===== config.mk =====
export PLATFORM = sky130hd
export DESIGN_NAME = uart_spi_bridge
export DESIGN_NICKNAME = d
export VERILOG_FILES = /design/src/rtl/uart_spi_bridge.sv
export SDC_FILE = /design/constraint.sdc
export NUM_CORES = 1
export LEC_CHECK = 0
export BUFFER_PORTS_ARGS = -buffer_cell sky130_fd_sc_hd__buf_2
export CAP_MARGIN = 20
export CORE_UTILIZATION = 30
export CTS_CLUSTER_SIZE = 16
export DETAILED_ROUTE_END_ITERATION = 12
export SLEW_MARGIN = 20
export SYNTH_ARGS = -nofsm -noshare
export SYNTH_HDL_FRONTEND = slang
export SYNTH_SLANG_ARGS = --single-unit

===== constraint.sdc =====
create_clock -name clk -period 1.5 [get_ports clk]
set_clock_uncertainty 0.1 [all_clocks]
set_input_delay 0.3 -clock clk [delete_from_list [all_inputs] [get_ports clk]]
set_output_delay 0.3 -clock clk [all_outputs]
set_load 0.01 [all_outputs]

===== src/rtl/uart_spi_bridge.sv =====
module uart_spi_bridge #(
  parameter int DW = 8,
  parameter int AW = 2
) (
  input  logic          clk,
  input  logic          rst_n,
  input  logic [DW-1:0] rx_data,
  input  logic          rx_valid,
  input  logic          tx_ready,
  output logic [DW-1:0] tx_data,
  output logic          tx_load,
  output logic [AW-1:0] spi_addr,
  output logic [DW-1:0] spi_wdata,
  output logic          spi_wr,
  output logic          spi_rd,
  output logic          spi_cs,
  input  logic [DW-1:0] spi_rdata,
  input  logic          spi_done,
  output logic [2:0]    cfg_slave,
  output logic          cfg_cpol,
  output logic          cfg_cpha,
  output logic [2:0]    cfg_clkdiv
);
  localparam logic [DW-1:0] CMD_RD = DW'(8'h01);
  localparam logic [DW-1:0] CMD_WR = DW'(8'h02);
  localparam logic [AW-1:0] A_TX   = AW'(1);
  localparam logic [AW-1:0] A_RX   = AW'(2);

  typedef enum logic [2:0] {
    S_CFG, S_CMD, S_DATA, S_PUSH, S_BUSY, S_PULL, S_HOLD
  } state_t;

  state_t        st;
  logic [7:0]    ctrl_q;
  logic [DW-1:0] txr_q, rxr_q;
  logic          rd_flow;

  always_ff @(posedge clk or negedge rst_n) begin
    if (!rst_n) begin
      st      <= S_CFG;
      ctrl_q  <= '0;
      txr_q   <= '0;
      rxr_q   <= '0;
      rd_flow <= 1'b0;
    end else begin
      case (st)
        S_CFG: if (rx_valid) begin
          ctrl_q <= rx_data[7:0];
          st     <= S_CMD;
        end
        S_CMD: if (rx_valid) begin
          if (rx_data == CMD_WR) begin
            rd_flow <= 1'b0;
            st      <= S_DATA;
          end else if (rx_data == CMD_RD) begin
            rd_flow <= 1'b1;
            txr_q   <= '0;
            st      <= S_PUSH;
          end
        end
        S_DATA: if (rx_valid) begin
          txr_q <= rx_data;
          st    <= S_PUSH;
        end
        S_PUSH: st <= S_BUSY;
        S_BUSY: if (spi_done) st <= S_PULL;
        S_PULL: begin
          rxr_q <= spi_rdata;
          st    <= rd_flow ? S_HOLD : S_CMD;
        end
        S_HOLD: if (tx_ready) st <= S_CMD;
        default: st <= S_CFG;
      endcase
    end
  end

  assign spi_wr     = (st == S_PUSH);
  assign spi_rd     = (st == S_PULL);
  assign spi_cs     = spi_wr | spi_rd;
  assign spi_addr   = spi_rd ? A_RX : A_TX;
  assign spi_wdata  = txr_q;
  assign tx_load    = (st == S_HOLD) && tx_ready;
  assign tx_data    = rxr_q;
  assign cfg_slave  = ctrl_q[7:5];
  assign cfg_cpol   = ctrl_q[4];
  assign cfg_cpha   = ctrl_q[3];
  assign cfg_clkdiv = ctrl_q[2:0];
endmodule


# --- Word-level counts from Yosys, hierarchy flattened ---
# Index checks and enable logic that the tools add are counted.
word_totals:
  reg_bits: 28
  in_bits: 21
  wordCells: 47
  out_inout_bits: 30
classes:
  n_eq_ne: 16
  muxes: 17
  bitwise_logic: 1
  n_reduce_logical: 8
op_table:
  columns: ["operator", "count"]
  rows:
  - ["8-bit two-way mux", 4]
  - ["3-bit two-way mux", 8]
  - ["3-bit one-hot mux with 7 select lines", 1]
  - ["8-bit one-hot mux with 2 select lines", 1]
  - ["2-bit inequality test, second input constant", 7]
  - ["3-bit == test, second input constant", 3]
  - ["8-bit by 1-bit == test with 1-bit output, second input constant", 1]
  - ["8-bit by 2-bit == test with 1-bit output, second input constant", 1]
  - ["3-bit by 2-bit == test with 1-bit output, second input constant", 2]
  - ["6-bit AND reduction", 1]
  - ["5-bit AND reduction", 1]
  - ["2-bit nonzero test", 2]
  - ["3-bit by 1-bit == test with 1-bit output, second input constant", 1]
  - ["3-bit logical NOT", 1]
  - ["3-bit inequality test, second input constant", 1]
  - ["3-bit AND reduction", 1]
  - ["1-bit two-way mux", 2]
  - ["2-bit two-way mux", 1]
  - ["2-bit AND reduction", 1]
  - ["1-bit logical AND", 1]
  - ["1-bit bitwise OR", 1]

# --- Depth between registers and ports, before layout ---
# Gate-level depths: netlist of the first run.
depth:
  depth_word: 5
  ltp_mapped: 6
  ltp_nobuf: 4

# --- Least setup slack after synthesis of the first run ---
# OpenSTA, ideal clock, no wires.
synth_timing:
  kind: "reg-to-reg"
  from: "register st[2]"
  to: "register ctrl_q[0]"
  t_arrival_ns: 1.383
  slack_ns: -0.108
  stages_incl_launch_ff: 4
  period_less_slack_ns: 1.608
  cell_sequence: "dfrtp_1 > nand2b_1 > nor3_2 > mux2_2"
synth_via:
  elab_chain_len: 2
synth_rtl:
  columns: ["element", "line_no", "rtl"]
  rows:
  - ["from (decl)", "33", "state_t st;"]
  - ["from (signal assigned)", "69", "st <= rd_flow ? S_HOLD : S_CMD;"]
  - ["3-bit logical NOT", "46", "case (st)"]
  - ["2-bit AND reduction (no source line)", null, null]
  - ["to (signal assigned)", "48", "ctrl_q <= rx_data[7:0];"]
  - ["to (decl)", "34", "logic [7:0] ctrl_q;"]
# No other way between the ends.
# A chain may end at the register's enable or synchronous reset.

# --- Worst setup path after layout of the first run ---
layout_timing:
  from: "register st[0]"
  to: "output port tx_load"
layout_via:
  elab_chain_len: 2
layout_rtl:
  columns: ["element", "line_no", "rtl"]
  rows:
  - ["3-bit == test", "82", "assign tx_load = (st == S_HOLD) && tx_ready;"]
  - ["1-bit logical AND", "82", null]
  - ["to (decl)", "11", "output logic tx_load,"]
# No other way between the ends.

==> results of run 1 <==
==> registers in the layout, summed over array words and instances (netlist names) <==
register   cells
ctrl_q         8
spi_wdata      8
tx_data        8
st             3
rd_flow        1
==> metal layers <==
| layer | up-vias | global-route usage, % | share of wire [%] |
|---|---|---|---|
| met2 | 23 | 27.9 | 53 |
| met4 | 0 | 6.91 | 2.0 |
| met5 | - | 0 | 0 |
| met3 | 5 | 1.72 | 2.8 |
| met1 | 549 | 18.7 | 42 |
| li1 | 517 | - | - |
==> synthesized netlist by cell type <==
master | instances | share of area, %
a21o_1 | 1 | 0.61
nand2_1 | 3 | 0.91
nand3_1 | 1 | 0.40
nor2_1 | 4 | 1.2
nor3_1 | 1 | 0.40
buf_4 | 2 | 1.2
a211oi_1 | 1 | 0.61
o22ai_1 | 1 | 0.51
nand2b_1 | 3 | 1.5
nand4_1 | 2 | 1.0
nor4_1 | 1 | 0.51
nor3_2 | 1 | 0.81
o21ai_0 | 3 | 1.2
mux2_2 | 16 | 15
a41oi_1 | 1 | 0.71
nor2b_1 | 3 | 1.5
a311oi_1 | 1 | 0.71
nor4_4 | 1 | 1.7
a21oi_1 | 4 | 1.6
dfrtp_1 | 28 | 57
o41ai_1 | 1 | 0.71
and2_1 | 1 | 0.51
a22o_1 | 7 | 4.9
buf_2 | 2 | 0.81
or4_4 | 1 | 0.91
xor2_1 | 1 | 0.71
inv_1 | 5 | 1.5
mux2i_1 | 1 | 0.81
a22o_2 | 1 | 0.81
==> power groups by stage <==
stage | Combinational, mW | Sequential, mW | Clock (mW)
2_1_floorplan | 0.901 | 1.48 | 0
3_3_place_gp | 1.76 | 1.36 | 0
4_1_cts | 2.29 | 1.35 | 0.611
5_1_grt | 2.60 | 1.40 | 0.634
3_5_place_dp | 1.79 | 1.37 | 0
6_report | 2.42 | 1.35 | 0.587
==> worst paths after layout <==
check	end	start	slack (ns)
worst max-delay path	tx_load	st[0]$_DFFE_PN0P_	-0.18
worst min-delay path	tx_data[3]$_DFFE_PN0N_	spi_rdata[3]	0.16
worst max register to register	st[0]$_DFFE_PN0P_	st[1]$_DFFE_PN0P_	-0.08
worst min register to register	spi_wdata[6]$_DFFE_PN0P_	spi_wdata[6]$_DFFE_PN0P_	0.40
max in group asynchronous	tx_data[1]$_DFFE_PN0N_	rst_n	0.55
min in group asynchronous	ctrl_q[1]$_DFFE_PN0P_	rst_n	0.36
==> what timing repair did <==
action / CTS / global route
setup endpoints to repair: 27 / 32
resized for setup: 31 / 12
hold buffers: 1 / 0
buffers inserted: 11 / 4
pin swaps: 6 / 6
hold endpoints to repair: 12 / 0
==> metrics by stage <==
stage / std cells / TNS (ns)
final: 226 / -1.76
after CTS: 224 / -2.10
after global routing: 226 / -2.80
after detailed placement: 208 / -2.58
after global placement: 208 / -1.87
after floorplan: 98 / -0.0707
==> kinds of logic (layout without fill, tap and decap cells) <==
kind of cell | Yosys count | count (layout) | share of synthesized area, %
flops | 28 | 28 | 56.6
simple gates | 22 | 22 | 11.4
compound gates | 21 | 21 | 12.4
mux | 17 | 17 | 15.4
buf+inv | 9 | 89 | 3.54
xor+xnor | 1 | 1 | 0.707
==> area by class of cell <==
cell class | count | share of cell area, %
sequential | 28 | 34.0
clock inverter | 1 | 1.45
inverter | 5 | 1.51
multi-input combinational | 61 | 29.6
clock buffer | 3 | 1.99
tap | 48 | 2.90
timing repair buffer | 80 | 28.6
==> results.toml, run 1 <==
[run_status]
outcome = "finished, violations left"
violations = "negative setup slack"

[sta]
fin_ws_ns = -0.184
fin_crit_ns = 1.68
tightest_slew_ns = 0.345
worst_hold_slack_ns = 0.158
setup_viol = 24
timing.fmax_ghz = 0.594
maxSlewViolCount = 0
rsz0062_at_grt = "yes"
relSlewSlack_pct = 77.0
timing_hold_violations_final = 0
fin_crit_sh_pct = 112

[power]
sequentialPowerShare_pct = 31.0
combPwrFrac_pct = 55.5
power_mw = 4.36
switching_share_pct = 33.2
cellPowerDensity_nw_per_um2 = 2100
vdd_drop_max_mv = 0.910
p_int_mw = 2.91
p_leak_nw = 1.02
p_clk_share_pct = 13.5
power_switching_mw = 1.45

[yosys]
syn-cell-area_um2 = 1240
synth.avg_cell_area_um2 = 12.6
synth_seq_cells = 28
ys_seq_area_share_pct = 56.6
ys.warnings.count = 0
syn-num-nets = 119
synthCells = 98
synth_cell_types = 29

[critical_path]
path_common_cell = "buf_6"
path_buf_inv = 3
required_ns = 1.10
path_cells = "buf_6 > nand2b_4 > buf_12 > nor2b_4 > buf_6"
worstSetupPathType = "register to output port"
r2r_cells = 5
critPathMaxFanout = 4
path_delay_family = "flip-flops"
worstSetupEndpointType = "output port"
critPathArrivalTime_ns = 1.28
crit_cells = 5
critPathMaxStageDelay_ns = 0.41
cp_slowest_cell = "dfrtp_1"
critPathLaunchType = "register"

[routing]
via_count = 1094
route.detailed.drc = 0
drt_iter0_markers = 23
viasPerCell = 4.84
wl_per_cell_um = 14.2
detail-route-antenna-nets = 0
wl_um = 3200
first_pass_iters = 4

[cells_and_area]
syn_to_final_growth_pct = 67.2
multiInputGateArea_um2 = 613
final_cell_mix = "44 x buf_2, 26 x dfrtp_1, 18 x buf_4"
utilization_pct = 54.5
fillers = 351
seqCellArea_um2 = 703
n_antenna_cell = 0
nets = 200
drive_above_1_share_pct = 67.4
final_common_cell = "buf_2"
fin_area_um2 = 2070

[placed_design]
dp_slack_ns = -0.249
dp_hpwl_um = 2280
placed_cell_area_um2 = 1710
place_congestion = 0.848
io_buffers = 50

[floorplanning]
start_util_pct = 32.6
die_w_um = 66.3
fp-row-count = 22
io_pins = 51
fp.coreArea_um2 = 3800
die_h_um = 66.3
die_area_um2 = 4390

[min_path]
min_path_type = "input port to register"
whs_path_depth = 2

[clocking]
tritoncts = "done"
numClockSinks = 28
clk_pin_slew_ns = 0.10
root_buffer = "clkbuf_8"
cts_max_level = 1
numCtsBuffers = 3
clk_latency_ns = 0.27
clk_path_buf_depth = 2

[flow_run]
cap_violations = 0

[grt]
globalRouteTotalUtil_pct = 15.6
overflow = 0
grt_pass1_vias = 1154
grt_first_pass_wirelength_um = 5170
grt_max_degree = 17
antenna_found_initial = 0
(Power assumes the default switching activity.)
==> run 2, diff against run 1 <==
- CELL_PAD_IN_SITES_DETAIL_PLACEMENT: not set -> 1
- CELL_PAD_IN_SITES_GLOBAL_PLACEMENT: not set -> 1
- PLACE_DENSITY_LB_ADDON: not set -> 0.1
==> run 2 against run 1 <==
Compared with the run above:
- the flow still finishes with violations (negative setup slack)
- global-route usage is 2.2 points higher
- combinational power hardly changed
- critical path depth is 1 lower
- clock power is 2% higher
- maximum frequency is 3.1% higher
- total power is 0.28% lower
- register-to-register slack worse by 0.03 ns
- sequential share of layout area is 0.25 points higher
- worst hold slack worse by 0.0060 ns
- setup slack better by 0.051 ns
- routed wire length is 9.7% higher
- final cell count is 0.44% higher
- largest power group unchanged
==> results.toml, run 2 (synthesized netlist as in run 1, its figures left out) <==
[run_status]
outcome = "finished, violations left"
violations = "negative setup slack"

[critical_path]
r2r_cells = 6
critPathMaxStageDelay_ns = 0.42
rr_endpoint = "st[0]$_DFFE_PN0P_"
path_cells = "buf_4 > and2_4 > nor2b_1 > buf_2"
crit_start = "st[2]$_DFFE_PN0P_"
cp_slowest_cell = "dfrtp_1"
required_ns = 1.10
critPathArrivalTime_ns = 1.23
worstReg2RegStart = "st[1]$_DFFE_PN0P_"
critPathLaunchType = "register"
r2r_setup_slack_ns = -0.11
worstSetupEndpointType = "output port"
critPathMaxFanout = 3
worstSetupPathType = "register to output port"

[sta]
relSlewSlack_pct = 75.7
tightest_slew_ns = 0.361
rsz0062_at_grt = "yes"
setup_viol = 20
fin_ws_ns = -0.134
fin_crit_sh_pct = 109
fin_crit_ns = 1.63
worst_hold_slack_ns = 0.152
timing.fmax_ghz = 0.612
finalSetupTns_ns = -1.63
maxSlewViolCount = 0
timing_hold_violations_final = 0

[clocking]
numClockSinks = 28
root_buffer = "clkbuf_8"
clk_pin_slew_ns = 0.10
clk_path_buf_depth = 2
numCtsBuffers = 3
clk_latency_ns = 0.27
cts_max_level = 1
tritoncts = "done"

[power]
vdd_drop_max_mv = 0.765
p_int_mw = 2.87
combPwrFrac_pct = 55.1
cellPowerDensity_nw_per_um2 = 2110
p_leak_nw = 1.04
power_mw = 4.34
power_switching_mw = 1.47
switching_share_pct = 33.8
sequentialPowerShare_pct = 31.1
p_clk_share_pct = 13.8

[cells_and_area]
utilization_pct = 54.1
final_cell_mix = "47 x buf_2, 26 x dfrtp_1, 18 x buf_4"
n_antenna_cell = 0
drive_above_1_share_pct = 66.5
fin_area_um2 = 2060
syn_to_final_growth_pct = 66.0
final_common_cell = "buf_2"
nets = 201
stdcell_count = 227

[placed_design]
io_buffers = 50
dp_cells = 211
dp_hpwl_um = 2460
dp_slack_ns = -0.245
place_congestion = 0.788
placed_cell_area_um2 = 1720

[routing]
drt_iter0_markers = 28
viasPerCell = 4.91
wl_um = 3510
via_count = 1114
route.detailed.drc = 0
detail-route-antenna-nets = 0
wl_per_cell_um = 15.5
first_pass_iters = 2

[min_path]
min_to = "tx_data[6]$_DFFE_PN0N_"
whs_path_depth = 2
hold_start = "spi_rdata[6]"
min_path_type = "input port to register"

[floorplanning]
fp-row-count = 22
die_area_um2 = 4390
start_util_pct = 32.6
die_w_um = 66.3
fp.coreArea_um2 = 3800
io_pins = 51
die_h_um = 66.3

[grt]
grt_first_pass_wirelength_um = 5870
grt_pass1_vias = 1194
antenna_found_initial = 0
grt_max_degree = 29
globalRouteTotalUtil_pct = 17.8
overflow = 0

[flow_run]
cap_violations = 0
## run 2: critical path, delay by kind of cell, from the launching register on
family	cells	cell delay [ns]
flip-flops	1	0.42
buffers and inverters	2	0.29
AND/OR/NAND/NOR	2	0.25
## run 2: area by class of cell
cell class,count,area (µm²)
fillers,408,1740
flip-flops and latches,28,703
multi-input cells,61,611
repair buffers,81,579
well taps,48,60.1
clock buffers,3,41.3
inverters,5,31.3
clock inverters,1,30.0
## run 2: repair_timing
action,4_1_cts,5_1_grt
gates resized for setup,31,10
hold buffers,1,0
pin swaps,4,3
buffers inserted,11,1
hold endpoints to repair,28,0
setup endpoints to repair,33,33
## run 2: routing by layer
layer	global-route usage (%)	share of wire (%)	vias up
met5	0	0	-
li1	-	-	520
met1	22.6	44	555
met2	31.1	50	35
met4	3.99	0.80	0
met3	3.45	4.9	4
## run 2: power by group through the flow
stage / sequential, mW / combinational [mW] / clock (mW)
detailed placement: 1.38 / 1.79 / 0
global route: 1.40 / 2.58 / 0.659
finish: 1.35 / 2.39 / 0.600
global placement: 1.36 / 1.73 / 0
floorplan: 1.48 / 0.901 / 0
CTS: 1.35 / 2.28 / 0.621
## run 2: worst max path at each step
stage                                    to
after floorplan           st[0]$_DFFE_PN0P_
after global placement    st[0]$_DFFE_PN0P_
after detailed placement  st[0]$_DFFE_PN0P_
after CTS                           tx_load
after global routing                tx_load
final                               tx_load
==> run 3, diff against run 2 <==
- CELL_PAD_IN_SITES_DETAIL_PLACEMENT: 1 -> 0
==> run 3 against run 2 <==
Compared with the run above:
- the flow still finishes with violations (negative setup slack)
- utilization increased by 0.16 points
- clock power about the same
- worst hold slack got worse by 0.0017 ns
- flip-flop and latch count unchanged
- maximum frequency decreased by 0.19%
- final cell count increased by 0.44%
- routed wire length decreased by 10%
- first-iteration DRC count decreased by 18%
- critical endpoint unchanged
- largest cell class unchanged
==> results.toml, run 3 (synthesized netlist as in run 1, its figures left out) <==
[run_status]
outcome = "finished, violations left"
violations = "negative setup slack"

[routing]
via_count = 1085
drt_iter0_markers = 23
wl_um = 3140
wl_per_cell_um = 13.8
route.detailed.drc = 0
detail-route-antenna-nets = 0
first_pass_iters = 4
viasPerCell = 4.76

[clocking]
numClockSinks = 28
clk_path_buf_depth = 2
tritoncts = "done"
clk_latency_ns = 0.27
clk_pin_slew_ns = 0.10
root_buffer = "clkbuf_8"
numCtsBuffers = 3
cts_max_level = 1

[power]
cellPowerDensity_nw_per_um2 = 2100
vdd_drop_max_mv = 0.918
p_leak_nw = 1.03

[critical_path]
required_ns = 1.10
critPathArrivalTime_ns = 1.24
worstSetupEndpointType = "output port"
worstSetupPathType = "register to output port"
path_buf_inv = 2
cp_slowest_cell = "dfrtp_2"
critPathMaxFanout = 4
critPathMaxStageDelay_ns = 0.45
r2r_setup_slack_ns = -0.09
path_cells = "buf_6 > and2_4 > nor2b_1 > buf_2"
path_delay_family = "flip-flops"
critPathLaunchType = "register"

[cells_and_area]
final_common_cell = "buf_2"
drive_above_1_share_pct = 67.8
final_cell_mix = "47 x buf_2, 25 x dfrtp_1, 17 x buf_4"
nets = 202
utilization_pct = 54.3
syn_to_final_growth_pct = 66.5
n_antenna_cell = 0
fillers = 344

[floorplanning]
io_pins = 51
die_area_um2 = 4390
fp.coreArea_um2 = 3800
fp-row-count = 22
die_w_um = 66.3
start_util_pct = 32.6
die_h_um = 66.3

[sta]
maxSlewViolCount = 0
finalSetupTns_ns = -1.42
timing.fmax_ghz = 0.611
fin_crit_ns = 1.64
timing_hold_violations_final = 0
relSlewSlack_pct = 75.6
rsz0062_at_grt = "yes"
fin_crit_sh_pct = 109
setup_viol = 17
tightest_slew_ns = 0.363
worst_hold_slack_ns = 0.150
fin_ws_ns = -0.137

[min_path]
min_path_type = "input port to register"

[placed_design]
io_buffers = 50
dp_slack_ns = -0.245
dp_hpwl_um = 2160
place_congestion = 0.788

[grt]
grt_pass1_vias = 1068
grt_max_degree = 29
overflow = 0
grt_first_pass_wirelength_um = 5050
antenna_found_initial = 0
globalRouteTotalUtil_pct = 15.1

[flow_run]
cap_violations = 0
## run 3: cell types whose count changed in the layout (fill, tap and decap cells not counted), sizes merged
| cell | previous run | this run |
|---|---|---|
| buf | 80 | 81 |
| clkinv | 1 | 0 |
| inv | 4 | 5 |
## run 3: worst register-to-register path: stages, from the launching register on
cell,delay [ns]
dfrtp_2,0.41
buf_6,0.14
buf_6,0.10
nand2b_4,0.12
a311oi_2,0.04
or4_4,0.45
mux2i_1,0.13
## run 3: per-stage QoR
step           area, µm²  total power [mW]  cells
2_1_floorplan       1270              2.38     98
3_3_place_gp        1720              3.09    211
3_5_place_dp        1720              3.13    211
4_1_cts             2010              4.24    226
5_1_grt             2060              4.64    228
6_report            2060              4.34    228
## run 3: area by class of cell
| class | instances | area (µm²) | area share (%) |
|---|---|---|---|
| Multi-Input combinational cell | 61 | 608 | 29.5 |
| Clock buffer | 3 | 41.3 | 2.00 |
| Clock inverter | 1 | 30.0 | 1.46 |
| Timing Repair Buffer | 82 | 594 | 28.8 |
| Inverter | 5 | 23.8 | 1.15 |
| Sequential cell | 28 | 704 | 34.2 |
| Tap cell | 48 | 60.1 | 2.91 |
## run 3: timing repair
item,4_1_cts,5_1_grt
endpoints found under the setup margin,33,31
pin swaps,6,7
hold endpoints to repair,28,0
resized for setup,31,12
hold buffers,1,0
setup buffers,10,2
## run 3: worst paths after layout
check / start / end / depth (start not counted)
max reg2reg: st[1]$_DFFE_PN0P_ / st[0]$_DFFE_PN0P_ / 6
max in group asynchronous: rst_n / st[1]$_DFFE_PN0P_ / 3
min in group asynchronous: rst_n / st[2]$_DFFE_PN0P_ / 3
min: spi_rdata[0] / tx_data[0]$_DFFE_PN0N_ / 2
min reg2reg: spi_wdata[5]$_DFFE_PN0P_ / spi_wdata[5]$_DFFE_PN0P_ / 1
max: st[2]$_DFFE_PN0P_ / tx_load / 4
## run 3: report_power, final
group          switching (mW)  internal, mW  leakage, nW  total, mW
sequential              0.210          1.13        0.330       1.34
combinational           0.986          1.41        0.661       2.40
clock                   0.242         0.357       0.0357      0.600
## run 3: routing by layer
layer | vias to the layer above | wire (µm) | track usage (%)
met5 | - | 0 | 0
met4 | 0 | 17 | 3.19
met3 | 2 | 153 | 2.24
met2 | 35 | 1550 | 26.1
met1 | 530 | 1420 | 19.9
li1 | 518 | - | -
